$ cat config.mk
export PLATFORM = sky130hd
export DESIGN_NAME = ps2w_top
export DESIGN_NICKNAME = d
export VERILOG_FILES = /design/src/rtl/ps2w_pkg.sv /design/src/rtl/ps2w_fall_det.sv /design/src/rtl/ps2w_irq_latch.sv /design/src/rtl/ps2w_regs.sv /design/src/rtl/ps2w_top.sv
export SDC_FILE = /design/constraint.sdc
export NUM_CORES = 1
export LEC_CHECK = 0
export ABC_AREA = 0
export ABC_CLOCK_PERIOD_IN_PS = 2300
export BUFFER_PORTS_ARGS = -buffer_cell sky130_fd_sc_hd__buf_4
export CORE_AREA = 2 2 46 48
export DETAILED_ROUTE_END_ITERATION = 8
export DIE_AREA = 0 0 48 50
export PLACE_DENSITY = 0.86
export SETUP_SLACK_MARGIN = 0.3
export SYNTH_ARGS = -nofsm -noshare
export SYNTH_HDL_FRONTEND = slang
export SYNTH_SLANG_ARGS = --single-unit
$ cat constraint.sdc
create_clock -name clk -period 2.3 [get_ports clk]
set_clock_uncertainty 0.2 [all_clocks]
set_input_delay 0.23 -clock clk [delete_from_list [all_inputs] [get_ports clk]]
set_output_delay 0.23 -clock clk [all_outputs]
set_load 0.03 [all_outputs]
$ cat src/rtl/ps2w_pkg.sv
package ps2w_pkg;
  localparam int NCH   = 2;        // channel 0 keyboard, channel 1 mouse
  localparam int NEVT  = 2 * NCH;  // irq events then data-edge events
  localparam int RW    = 8;
  localparam int AW    = 2;

  typedef enum logic [AW-1:0] {
    ADR_CTRL = 2'd0,
    ADR_STS  = 2'd1,
    ADR_WEN  = 2'd2,
    ADR_KRST = 2'd3
  } reg_addr_e;

  localparam int B_KB_LMODE = 3;
  localparam int B_MS_LMODE = 4;
  localparam int B_KB_ISO   = 5;
  localparam int B_MS_ISO   = 6;
  localparam int B_GEN      = 7;
  localparam int B_KRST     = 6;

  // Interrupt presentation for one channel.
  function automatic logic irq_view(input logic mode, input logic raw, input logic lat);
    return mode ? lat : (raw & lat);
  endfunction

  // Wake request from status, per-event enables and global enable.
  function automatic logic wake_eval(input logic [NEVT-1:0] sts,
                                     input logic [NEVT-1:0] en,
                                     input logic            gen);
    return gen & (|(sts & en));
  endfunction

  // Line seen by the controller: idle high while isolated.
  function automatic logic iso_gate(input logic iso, input logic pin);
    return iso ? 1'b1 : pin;
  endfunction
endpackage

$ cat src/rtl/ps2w_fall_det.sv
module ps2w_fall_det #(
  parameter int   STAGES = 2,
  parameter logic IDLE   = 1'b1
) (
  input  logic clk,
  input  logic rst_n,
  input  logic din,
  output logic fall
);
  logic [STAGES-1:0] sh_q;
  logic              last_q;

  always_ff @(posedge clk) begin
    if (!rst_n) begin
      sh_q   <= {STAGES{IDLE}};
      last_q <= IDLE;
    end else begin
      sh_q   <= {sh_q[STAGES-2:0], din};
      last_q <= sh_q[STAGES-1];
    end
  end

  assign fall = last_q & ~sh_q[STAGES-1];
endmodule

$ cat src/rtl/ps2w_irq_latch.sv
module ps2w_irq_latch
  import ps2w_pkg::*;
(
  input  logic clk,
  input  logic rst_n,
  input  logic raw,
  input  logic rd_clr,
  input  logic mode,
  input  logic pwr_ok,
  output logic irq_o,
  output logic lat_o,
  output logic evt_o
);
  logic raw_d;
  logic lat_q;
  logic rise;

  assign rise = raw & ~raw_d;

  always_ff @(posedge clk) begin
    if (!rst_n) begin
      raw_d <= 1'b0;
      lat_q <= 1'b0;
    end else begin
      raw_d <= raw;
      if (rise)        lat_q <= 1'b1;
      else if (rd_clr) lat_q <= 1'b0;
    end
  end

  assign irq_o = irq_view(mode, raw, lat_q);
  assign lat_o = lat_q;
  assign evt_o = rise & pwr_ok;
endmodule

$ cat src/rtl/ps2w_regs.sv
module ps2w_regs
  import ps2w_pkg::*;
(
  input  logic            clk,
  input  logic            rst_n,
  input  logic            wr,
  input  logic [AW-1:0]   addr,
  input  logic [RW-1:0]   wdata,
  input  logic [NEVT-1:0] evt,
  output logic [NCH-1:0]  iso,
  output logic [NCH-1:0]  lmode,
  output logic [NEVT-1:0] sts,
  output logic [NEVT-1:0] wen,
  output logic            gen,
  output logic            krst
);
  logic [NCH-1:0]  iso_q, lmode_q;
  logic [NEVT-1:0] sts_q, wen_q, clr;
  logic            gen_q, krst_q;
  logic            wr_ctrl, wr_sts, wr_wen, wr_krst;

  assign wr_ctrl = wr && (addr == ADR_CTRL);
  assign wr_sts  = wr && (addr == ADR_STS);
  assign wr_wen  = wr && (addr == ADR_WEN);
  assign wr_krst = wr && (addr == ADR_KRST);
  assign clr     = wr_sts ? wdata[NEVT-1:0] : '0;

  always_ff @(posedge clk) begin
    if (!rst_n) begin
      iso_q   <= '0;
      lmode_q <= '0;
      sts_q   <= '0;
      wen_q   <= '0;
      gen_q   <= 1'b0;
      krst_q  <= 1'b0;
    end else begin
      if (wr_ctrl) begin
        iso_q   <= {wdata[B_MS_ISO], wdata[B_KB_ISO]};
        lmode_q <= {wdata[B_MS_LMODE], wdata[B_KB_LMODE]};
      end
      if (wr_wen) begin
        wen_q <= wdata[NEVT-1:0];
        gen_q <= wdata[B_GEN];
      end
      if (wr_krst) krst_q <= wdata[B_KRST];
      sts_q <= (sts_q & ~clr) | evt;
    end
  end

  assign iso   = iso_q;
  assign lmode = lmode_q;
  assign sts   = sts_q;
  assign wen   = wen_q;
  assign gen   = gen_q;
  assign krst  = krst_q;
endmodule

$ cat src/rtl/ps2w_top.sv
module ps2w_top
  import ps2w_pkg::*;
(
  input  logic        clk,
  input  logic        rst_n,
  input  logic        main_pwr_ok,
  input  logic        reg_wr,
  input  logic [1:0]  reg_addr,
  input  logic [7:0]  reg_wdata,
  input  logic        kb_clk_pin,
  input  logic        kb_dat_pin,
  input  logic        ms_clk_pin,
  input  logic        ms_dat_pin,
  output logic        kbc_kb_clk,
  output logic        kbc_kb_dat,
  output logic        kbc_ms_clk,
  output logic        kbc_ms_dat,
  input  logic        kbc_kb_irq,
  input  logic        kbc_ms_irq,
  input  logic        kb_obf_rd,
  input  logic        ms_obf_rd,
  output logic        kb_irq_out,
  output logic        ms_irq_out,
  output logic [3:0]  pme_sts,
  output logic        wake_out,
  output logic        kbc_rst
);
  // Named internal events, also observed by the bound checker.
  logic [NCH-1:0]  iso, lmode, lat, irq_evt, dat_fall, irq_o;
  logic [NCH-1:0]  pin_clk, pin_dat, raw_irq, rd_clr, gclk, gdat;
  logic [NEVT-1:0] sts, wen, evt;
  logic            gen;

  assign pin_clk = {ms_clk_pin, kb_clk_pin};
  assign pin_dat = {ms_dat_pin, kb_dat_pin};
  assign raw_irq = {kbc_ms_irq, kbc_kb_irq};
  assign rd_clr  = {ms_obf_rd, kb_obf_rd};

  for (genvar c = 0; c < NCH; c++) begin : g_ch
    ps2w_fall_det #(.STAGES(2), .IDLE(1'b1)) u_fall (
      .clk  (clk),
      .rst_n(rst_n),
      .din  (pin_dat[c]),
      .fall (dat_fall[c])
    );

    ps2w_irq_latch u_irq (
      .clk   (clk),
      .rst_n (rst_n),
      .raw   (raw_irq[c]),
      .rd_clr(rd_clr[c]),
      .mode  (lmode[c]),
      .pwr_ok(main_pwr_ok),
      .irq_o (irq_o[c]),
      .lat_o (lat[c]),
      .evt_o (irq_evt[c])
    );

    assign gclk[c] = iso_gate(iso[c], pin_clk[c]);
    assign gdat[c] = iso_gate(iso[c], pin_dat[c]);
  end

  assign evt = {dat_fall, irq_evt};

  ps2w_regs u_regs (
    .clk  (clk),
    .rst_n(rst_n),
    .wr   (reg_wr),
    .addr (reg_addr),
    .wdata(reg_wdata),
    .evt  (evt),
    .iso  (iso),
    .lmode(lmode),
    .sts  (sts),
    .wen  (wen),
    .gen  (gen),
    .krst (kbc_rst)
  );

  assign kbc_kb_clk = gclk[0];
  assign kbc_kb_dat = gdat[0];
  assign kbc_ms_clk = gclk[1];
  assign kbc_ms_dat = gdat[1];
  assign kb_irq_out = irq_o[0];
  assign ms_irq_out = irq_o[1];
  assign pme_sts    = sts;
  assign wake_out   = wake_eval(sts, wen, gen);
endmodule

==> results of run 1 <==
power by group through the flow:
stage	clock network (mW)	logic, mW	registers (mW)
after global placement	0	0.113	0.453
after detailed placement	0	0.117	0.453
after global routing	0.230	0.147	0.447
after floorplan	0	0.0524	0.461
after CTS	0.216	0.135	0.444
final	0.215	0.136	0.444
stage by stage:
step                      cell area [sq um]  setup WS (ns)  utilization
after CTS                              1320          0.534        0.695
after global routing                   1320          0.499        0.695
final                                  1320          0.522        0.695
after global placement                 1160          0.960        0.608
after floorplan                         892          0.491            -
after detailed placement               1160          0.901        0.608
Yosys cell counts:
| library cell | number | share of area |
|---|---|---|
| and2_1 | 2 | 0.014 |
| a21boi_0 | 3 | 0.025 |
| dfxtp_1 | 24 | 0.54 |
| o21a_1 | 4 | 0.034 |
| nand2b_1 | 10 | 0.070 |
| o21ai_0 | 6 | 0.034 |
| or2_2 | 4 | 0.028 |
| nor2b_1 | 3 | 0.021 |
| nand2_1 | 11 | 0.046 |
| clkbuf_2 | 1 | 0.0056 |
| and3_1 | 2 | 0.014 |
| a22oi_1 | 2 | 0.017 |
| nand3_1 | 11 | 0.062 |
| inv_1 | 2 | 0.0084 |
| clkbuf_1 | 2 | 0.0084 |
| nand3b_1 | 1 | 0.0084 |
| o21ai_1 | 4 | 0.022 |
| buf_2 | 1 | 0.0056 |
| or3b_1 | 1 | 0.0098 |
| o22ai_1 | 2 | 0.014 |
| a31oi_1 | 2 | 0.014 |
flip-flops by register name, indices dropped and copies added (netlist names):
register	count
g_ch.u_fall.last_q	2
u_regs.sts	4
g_ch.u_fall.sh_q	4
g_ch.u_irq.raw_d	2
u_regs.krst	1
u_regs.gen	1
u_regs.iso	2
g_ch.u_irq.lat_o	2
u_regs.lmode	2
u_regs.wen	4
routing by layer:
metal / routed length, um / vias up / global-route usage
met5: 0 / - / 0
met4: 19 / 0 / 0.0811
met3: 58 / 2 / 0.0110
met2: 1150 / 24 / 0.329
met1: 883 / 368 / 0.236
li1: - / 427 / -
cells by family (layout without fill, tap and decap cells):
group | Yosys count | count (layout)
AOI/OAI and AO/OA | 23 | 23
buffers and inverters | 6 | 52
DFF | 24 | 24
and+or+nand+nor | 45 | 45
layout make-up:
class                           instances  area, sq um
Fill cell                             140          579
Sequential cell                        24          480
Multi-Input combinational cell         68          387
Timing Repair Buffer                   46          378
Clock buffer                            4         36.3
Tap cell                               27         33.8
Inverter                                2         7.51
path summary, 6_finish.rpt:
check	endpoint	cells after the start
worst max register to register	u_regs.sts[3]	3
worst min register to register	g_ch[0].u_fall.sh_q[1]	1
worst min-delay path	u_regs.gen	3
worst max-delay path	kbc_kb_dat	4
critical path: cells and delay by family:
| family | cells | cell delay [ns] |
|---|---|---|
| buffers and inverters | 3 | 0.86 |
| AND/OR/NAND/NOR | 1 | 0.27 |
what timing repair did:
| action | 4_1_cts | 5_1_grt |
|---|---|---|
| hold buffers | 13 | 0 |
| endpoints found under the hold margin | 13 | 0 |
| endpoints found under the setup margin | 0 | 0 |
==> flow_metrics.tcl, run 1 <==
set metrics [dict create \
    status "complete, no violations" \
    cts_buffer_depth 2 \
    ctsHtreeMaxLevel 1 \
    critPathRequiredTime_ns 1.87 \
    slew_viol_final 0 \
    slowest_stage "dlygate4sd3_1" \
    die_w_um 48 \
    yosys.area_share.simple 0.273 \
    grt_pass1_wl_um 3230 \
    cts_buffers 3 \
    start_util 0.469 \
    rows 16 \
    grt_setup_unrepaired "false" \
    io_buffers 33 \
    yosysUniqueCellTypes 21 \
    whs_ns 0.00294 \
    place_congestion 0.764 \
    synth_fa_ha_area_frac 0 \
    antenna_cells 0 \
    grt_overflow 0 \
    postCtsSetupBuffers 0 \
    synth_xor_area_frac 0 \
    drt_pass1_iterations 4 \
    finalSetupViolations 0 \
    final_common_cell "buf_4" \
    first_iter_violations 15 \
    crit_start "kb_dat_pin" \
    num_vias 821 \
    routedWlPerCell_um 12.4 \
    yosysSeqAreaShare 0.539 \
    cp_max_fo 2 \
    synth_fp_nets 120 \
    p_switching_mw 0.193 \
    pwr-share-clk 0.270 \
    power_mw 0.794 \
    drive_gt1_frac 0.285 \
    wirelength_um 2110 \
    cts.repair.resized 0 \
    syn_area_sq_um 892 \
    cp_slowest_stage_delay_ns 0.55 \
    fin_nets 167 \
    arrival_ns 1.35 \
    cts_tree "yes" \
    cp-start-kind "input pin" \
    clk_pin_slew_ns 0.12 \
    die_height_um 50 \
    dieArea_sq_um 2400 \
    antenna_left 0 \
    clock-sinks 24 \
    tns_ns 0 \
    rrSetupSlack_ns 1.34 \
    via_per_inst 4.80 \
    fmax_mhz 562 \
    hold_path.class "in -> reg" \
    endpoint_kind "output pin" \
    drc 0 \
    cp_common_cell "buf_4" \
    clkLatencyLatePin_ns 0.31 \
    period_needed_ns 1.78 \
    hold_violations 0 \
    power_density_nw_per_um2 601 \
    grt_max_degree 34 \
    p_seq_frac 0.559 \
    crit_type "in -> out" \
    pwr-share-comb 0.171 \
    peakVddDrop_mv 0.307 \
    crit_chain "dlygate4sd3_1 > buf_4 > or2_2 > buf_4" \
    worst_pin_slew_ns 0.325 \
    mostFrequentLayoutCells "buf_4 (33), dfxtp_1 (24), dlygate4sd3_1 (13)" \
    place_inst 154 \
    synth_area_per_cell_sq_um 9.10 \
    intPower_mw 0.602 \
    power.leakage_nw 0.565 \
    synth-seq-cells 24 \
    cts-root-buf "clkbuf_4" \
    finalCritPeriodShare 0.773 \
    synth_top_family_by_area "simple AND/OR/NAND/NOR gates" \
    antenna_found_initial 0 \
    ys.warnings.count 0 \
    core_area_sq_um 1900 \
    reg2reg_from "u_regs.sts[3]" \
    layoutNonFillerInstCount 171 \
    relSlewSlack 0.783 \
    sw_frac_of_total 0.242 \
    grtUsageTotal 0.192 \
    syn_inst 98 \
    grt_pass1_vias 736 \
    cap_violations 0 \
    hpwl_um 1480 \
    area_growth_pct 48.2 \
    holdCritStartpoint "reg_wdata[7]" \
    synth_compound_area_frac 0.160 \
    synthMuxAreaShare 0 \
    ioPinCount 34 \
]
Power figures use the tool's default switching activity.
==> run 2, diff against run 1 <==
--- a/config.mk
+++ b/config.mk
@@ -6,12 +6,12 @@
 export NUM_CORES = 1
 export LEC_CHECK = 0
 export ABC_AREA = 0
-export ABC_CLOCK_PERIOD_IN_PS = 2300
+export ABC_CLOCK_PERIOD_IN_PS = 1530
 export BUFFER_PORTS_ARGS = -buffer_cell sky130_fd_sc_hd__buf_4
-export CORE_AREA = 2 2 46 48
+export CORE_AREA = 2 2 50 52
 export DETAILED_ROUTE_END_ITERATION = 8
-export DIE_AREA = 0 0 48 50
-export PLACE_DENSITY = 0.86
+export DIE_AREA = 0 0 52 54
+export PLACE_DENSITY = 0.78
 export SETUP_SLACK_MARGIN = 0.3
 export SYNTH_ARGS = -nofsm -noshare
 export SYNTH_HDL_FRONTEND = slang
==> constraint.sdc (replaced) <==
create_clock -name clk -period 1.53 [get_ports clk]
set_clock_uncertainty 0.2 [all_clocks]
set_input_delay 0.153 -clock clk [delete_from_list [all_inputs] [get_ports clk]]
set_output_delay 0.153 -clock clk [all_outputs]
set_load 0.03 [all_outputs]
==> run 2 against run 1 <==
Compared with the run above: flip-flop and latch count is the same; global-route usage shrank 3.7 points; cell count grew 4.7%; highest routed layer unchanged; sequential share of layout area shrank 2.3 points; setup slack lost 0.43 ns; first-iteration DRC count shrank 6.7%; power grew 53%; critical endpoint is now wake_out; count of clock-buffer cells in the layout is the same.
==> flow_metrics.tcl, run 2 (synthesis gave the netlist of run 1 again) <==
set metrics [dict create \
    hold_path.class "in -> reg" \
    worst_pin_slew_ns 0.345 \
    die_w_um 52 \
    peakVddDrop_mv 0.563 \
    fin_nets 172 \
    first_iter_violations 14 \
    antenna_left 0 \
    finalCritPeriodShare 0.942 \
    relSlewSlack 0.769 \
    start_util 0.385 \
    fillers 182 \
    crit_type "reg -> out" \
    routedWlPerCell_um 11.8 \
    cts-root-buf "clkbuf_4" \
    grt_overflow 0 \
    power.leakage_nw 0.605 \
    tns_ns 0 \
    power_density_nw_per_um2 841 \
    arrival_ns 1.09 \
    place_congestion 0.701 \
    num_vias 830 \
    die_height_um 54 \
    area_growth_pct 62.4 \
    fmax_mhz 694 \
    via_per_inst 4.64 \
    ctsHtreeMaxLevel 1 \
    clk_pin_slew_ns 0.13 \
    slew_viol_final 0 \
    status "complete, no violations" \
    cap_violations 0 \
    cts_tree "yes" \
    drive_gt1_frac 0.376 \
    hold_violations 0 \
    antenna_found_initial 0 \
    critPathRequiredTime_ns 1.18 \
    final_common_cell "buf_4" \
    wirelength_um 2120 \
    setup_ws_ns 0.0888 \
    grt_setup_unrepaired "true" \
    finalSetupViolations 0 \
    cts_buffers 3 \
    drc 0 \
    cp-start-kind "register" \
    placed_area_sq_um 1170 \
    dieArea_sq_um 2810 \
    rows 18 \
    mostFrequentLayoutCells "buf_4 (25), dlygate4sd3_1 (16), dfxtp_1 (14)" \
    hpwl_um 1400 \
    ioPinCount 34 \
    cts_buffer_depth 2 \
    endpoint_kind "output pin" \
    grtUsageTotal 0.155 \
    grt_max_degree 34 \
    postLayoutCellArea_sq_um 1450 \
    clock-sinks 24 \
    cp_max_fo 2 \
    drt_pass1_iterations 4 \
    grt_pass1_vias 757 \
    clkLatencyLatePin_ns 0.30 \
    grt_pass1_wl_um 3130 \
    post-route-util 0.625 \
    period_needed_ns 1.44 \
    antenna_cells 0 \
    io_buffers 33 \
    place_ws_ns 0.244 \
    core_area_sq_um 2320 \
]
run 2: changes by cell type in the layout (fill, tap and decap cells not counted), sizes merged:
cell / previous run / this run
dlygate4sd3: 13 / 16
buf: 33 / 35
run 2: report_power, final:
part | switching, mW | internal, mW
clock | 0.172 | 0.145
sequential | 0.0167 | 0.656
combinational | 0.101 | 0.128
run 2: worst paths after layout:
path                               start                     end  slack [ns]  depth (start not counted)
setup reg to reg           u_regs.sts[2]           u_regs.sts[2]        0.51                          4
hold reg to reg   g_ch[1].u_fall.sh_q[0]  g_ch[1].u_fall.sh_q[1]        0.24                          1
hold / removal               reg_addr[1]             u_regs.krst        0.02                          3
setup / recovery           u_regs.wen[1]                wake_out        0.09                          3
run 2: cell type report:
cell class	count	area (sq um)	share of cell area
timing repair buffer	51	464	0.320
sequential	24	493	0.340
inverter	2	7.51	0.00518
multi-input combinational	68	410	0.283
clock buffer	4	36.3	0.0250
tap	30	37.5	0.0259
run 2: layer usage:
metal,GRT usage,up-vias,wire length (um)
li1,-,435,-
met2,0.295,25,1080
met3,0.0361,4,100
met5,0,-,0
met4,0.0702,0,43
met1,0.162,366,896
run 2: critical path, stage by stage, from the launching register on:
cell and delay (ns):
dfxtp_2 0.34, a22oi_2 0.22, a21boi_2 0.09, buf_6 0.14
run 2: per-stage QoR:
stage	hold slack [ns]	total power, mW	std cells
global placement	0.141	0.853	157
CTS	0.00595	1.22	179
finish	0.0185	1.22	179
floorplan	0.0260	0.773	98
global route	0.0163	1.28	179
detailed placement	0.151	0.858	157
run 2: repair_timing:
action	CTS	global route
setup buffers	2	0
hold endpoints to repair	24	0
hold buffers	16	0
pin swaps	7	0
setup endpoints to repair	7	17
gates resized for setup	18	5
==> run 3, diff against run 2 <==
--- a/config.mk
+++ b/config.mk
@@ -12,7 +12,7 @@
 export DETAILED_ROUTE_END_ITERATION = 8
 export DIE_AREA = 0 0 52 54
 export PLACE_DENSITY = 0.78
-export SETUP_SLACK_MARGIN = 0.3
+export SETUP_SLACK_MARGIN = 0.2
 export SYNTH_ARGS = -nofsm -noshare
 export SYNTH_HDL_FRONTEND = slang
 export SYNTH_SLANG_ARGS = --single-unit
==> run 3 against run 2 <==
Compared with the run above: largest power group unchanged; utilization shrank 0.92 points; largest cell class unchanged; global-route usage grew 0.12 points; non-clock buffer count shrank 1; combinational power shrank 3%; critical path depth is the same; die area is the same; flip-flop and latch count is the same; via count shrank 0.96%; sequential power is essentially flat.
==> flow_metrics.tcl, run 3 (synthesis gave the netlist of run 1 again) <==
set metrics [dict create \
    core_area_sq_um 2320 \
    crit_chain "a22oi_2 > a21boi_2 > buf_6" \
    peakVddDrop_mv 0.394 \
    antenna_left 0 \
    power_mw 1.21 \
    fin_nets 171 \
    clock-sinks 24 \
    slew_viol_final 0 \
    arrival_ns 1.09 \
    finalSetupViolations 0 \
    cap_violations 0 \
    grt_overflow 0 \
    grt_max_degree 34 \
    mostFrequentLayoutCells "buf_4 (26), dlygate4sd3_1 (17), dfxtp_1 (15)" \
    ctsHtreeMaxLevel 1 \
    dieArea_sq_um 2810 \
    cts_buffers 3 \
    critPathRequiredTime_ns 1.18 \
    hold_violations 0 \
    slowest_stage "dfxtp_2" \
    hpwl_um 1420 \
    via_per_inst 4.62 \
    r2r-end "u_regs.sts[2]" \
    hold_end "u_regs.sts[3]" \
    power_density_nw_per_um2 846 \
    cts_buffer_depth 2 \
    place_congestion 0.669 \
    grt_pass1_wl_um 3220 \
    rrSetupSlack_ns 0.56 \
    grt_pass1_vias 802 \
    hold_path.class "in -> reg" \
    multi_input_area_sq_um 410 \
    die_height_um 54 \
    relSlewSlack 0.784 \
    clk_pin_slew_ns 0.12 \
    drt_pass1_iterations 4 \
    grtUsageTotal 0.157 \
    final_common_cell "buf_4" \
    tns_ns 0 \
    status "complete, no violations" \
    area_growth_pct 60.0 \
    routedWlPerCell_um 11.4 \
    holdCritStartpoint "reg_addr[0]" \
    num_vias 822 \
    io_buffers 33 \
    worst_pin_slew_ns 0.323 \
    cp-start-kind "register" \
    grt_setup_unrepaired "true" \
    hold_path_depth 3 \
    finalCritPeriodShare 0.942 \
    drc 0 \
    postCtsSetupBuffers 0 \
    seq_area_sq_um 492 \
    cts-root-buf "clkbuf_4" \
    drive_gt1_frac 0.358 \
    die_w_um 52 \
    antenna_cells 0 \
    cts_tree "yes" \
    fillers 205 \
    ioPinCount 34 \
    rows 18 \
    r2r_cells 3 \
    endpoint_kind "output pin" \
    clkLatencyLatePin_ns 0.30 \
    reg2reg_from "u_regs.sts[2]" \
    first_iter_violations 11 \
    fmax_mhz 694 \
    cp_slowest_stage_delay_ns 0.35 \
    wirelength_um 2030 \
    crit_type "reg -> out" \
    power.leakage_nw 0.593 \
    start_util 0.385 \
    antenna_found_initial 0 \
    cp_max_fo 2 \
    period_needed_ns 1.44 \
]
-- run 3: power by group --
group	internal [mW]	leakage (nW)	total (mW)	switching, mW
Sequential	0.655	0.201	0.672	0.0165
Combinational	0.124	0.372	0.223	0.0988
Clock	0.145	0.0210	0.313	0.168
Total	0.924	0.593	1.21	0.284
-- run 3: layout make-up --
class,count,share of cell area
clock buffers,4,0.0254
flip-flops and latches,24,0.344
repair buffers,50,0.311
multi-input cells,68,0.287
well taps,30,0.0263
inverters,2,0.00526
-- run 3: how the worst max path moves through the flow --
| stage | from | endpoint | slack [ns] | cells past startpoint |
|---|---|---|---|---|
| 5_1_grt | u_regs.wen[1] | wake_out | 0.02 | 3 |
| 3_3_place_gp | reg_addr[1] | u_regs.iso[0] | 0.27 | 4 |
| 6_report | u_regs.wen[2] | wake_out | 0.09 | 3 |
| 3_5_place_dp | reg_addr[1] | u_regs.iso[1] | 0.24 | 4 |
| 2_1_floorplan | u_regs.sts[0] | wake_out | 0.20 | 2 |
| 4_1_cts | u_regs.wen[1] | wake_out | 0.08 | 3 |
-- run 3: what timing repair did --
action / in CTS / in global routing
endpoints found under the setup margin: 7 / 7
pin swaps: 8 / 1
hold buffers: 17 / 0
endpoints found under the hold margin: 24 / 0
resized for setup: 19 / 0
-- run 3: critical path: cells and delay by family, from the launching register on --
kind                   cells  cell delay (ns)
flip-flops                 1             0.35
AO/OA/AOI/OAI              2             0.30
buffers and inverters      1             0.14
-- run 3: metal layers --
metal,share of wire,global-route usage,vias to the layer above
met4,0.0094,0.0658,0
met1,0.44,0.172,365
met5,0,0,-
li1,-,-,433
met2,0.51,0.291,22
met3,0.039,0.0333,2
-- run 3: stage by stage --
step / util / cells / instance area [sq um] / setup WS (ns) / hold slack, ns
4_1_cts: 0.615 / 178 / 1430 / 0.0758 / 0.00382
3_5_place_dp: 0.503 / 157 / 1170 / 0.239 / 0.149
5_1_grt: 0.615 / 178 / 1430 / 0.0232 / 0.0120
2_1_floorplan: - / 98 / 900 / 0.203 / 0.0260
3_3_place_gp: 0.503 / 157 / 1170 / 0.268 / 0.141
6_report: 0.615 / 178 / 1430 / 0.0884 / 0.0261
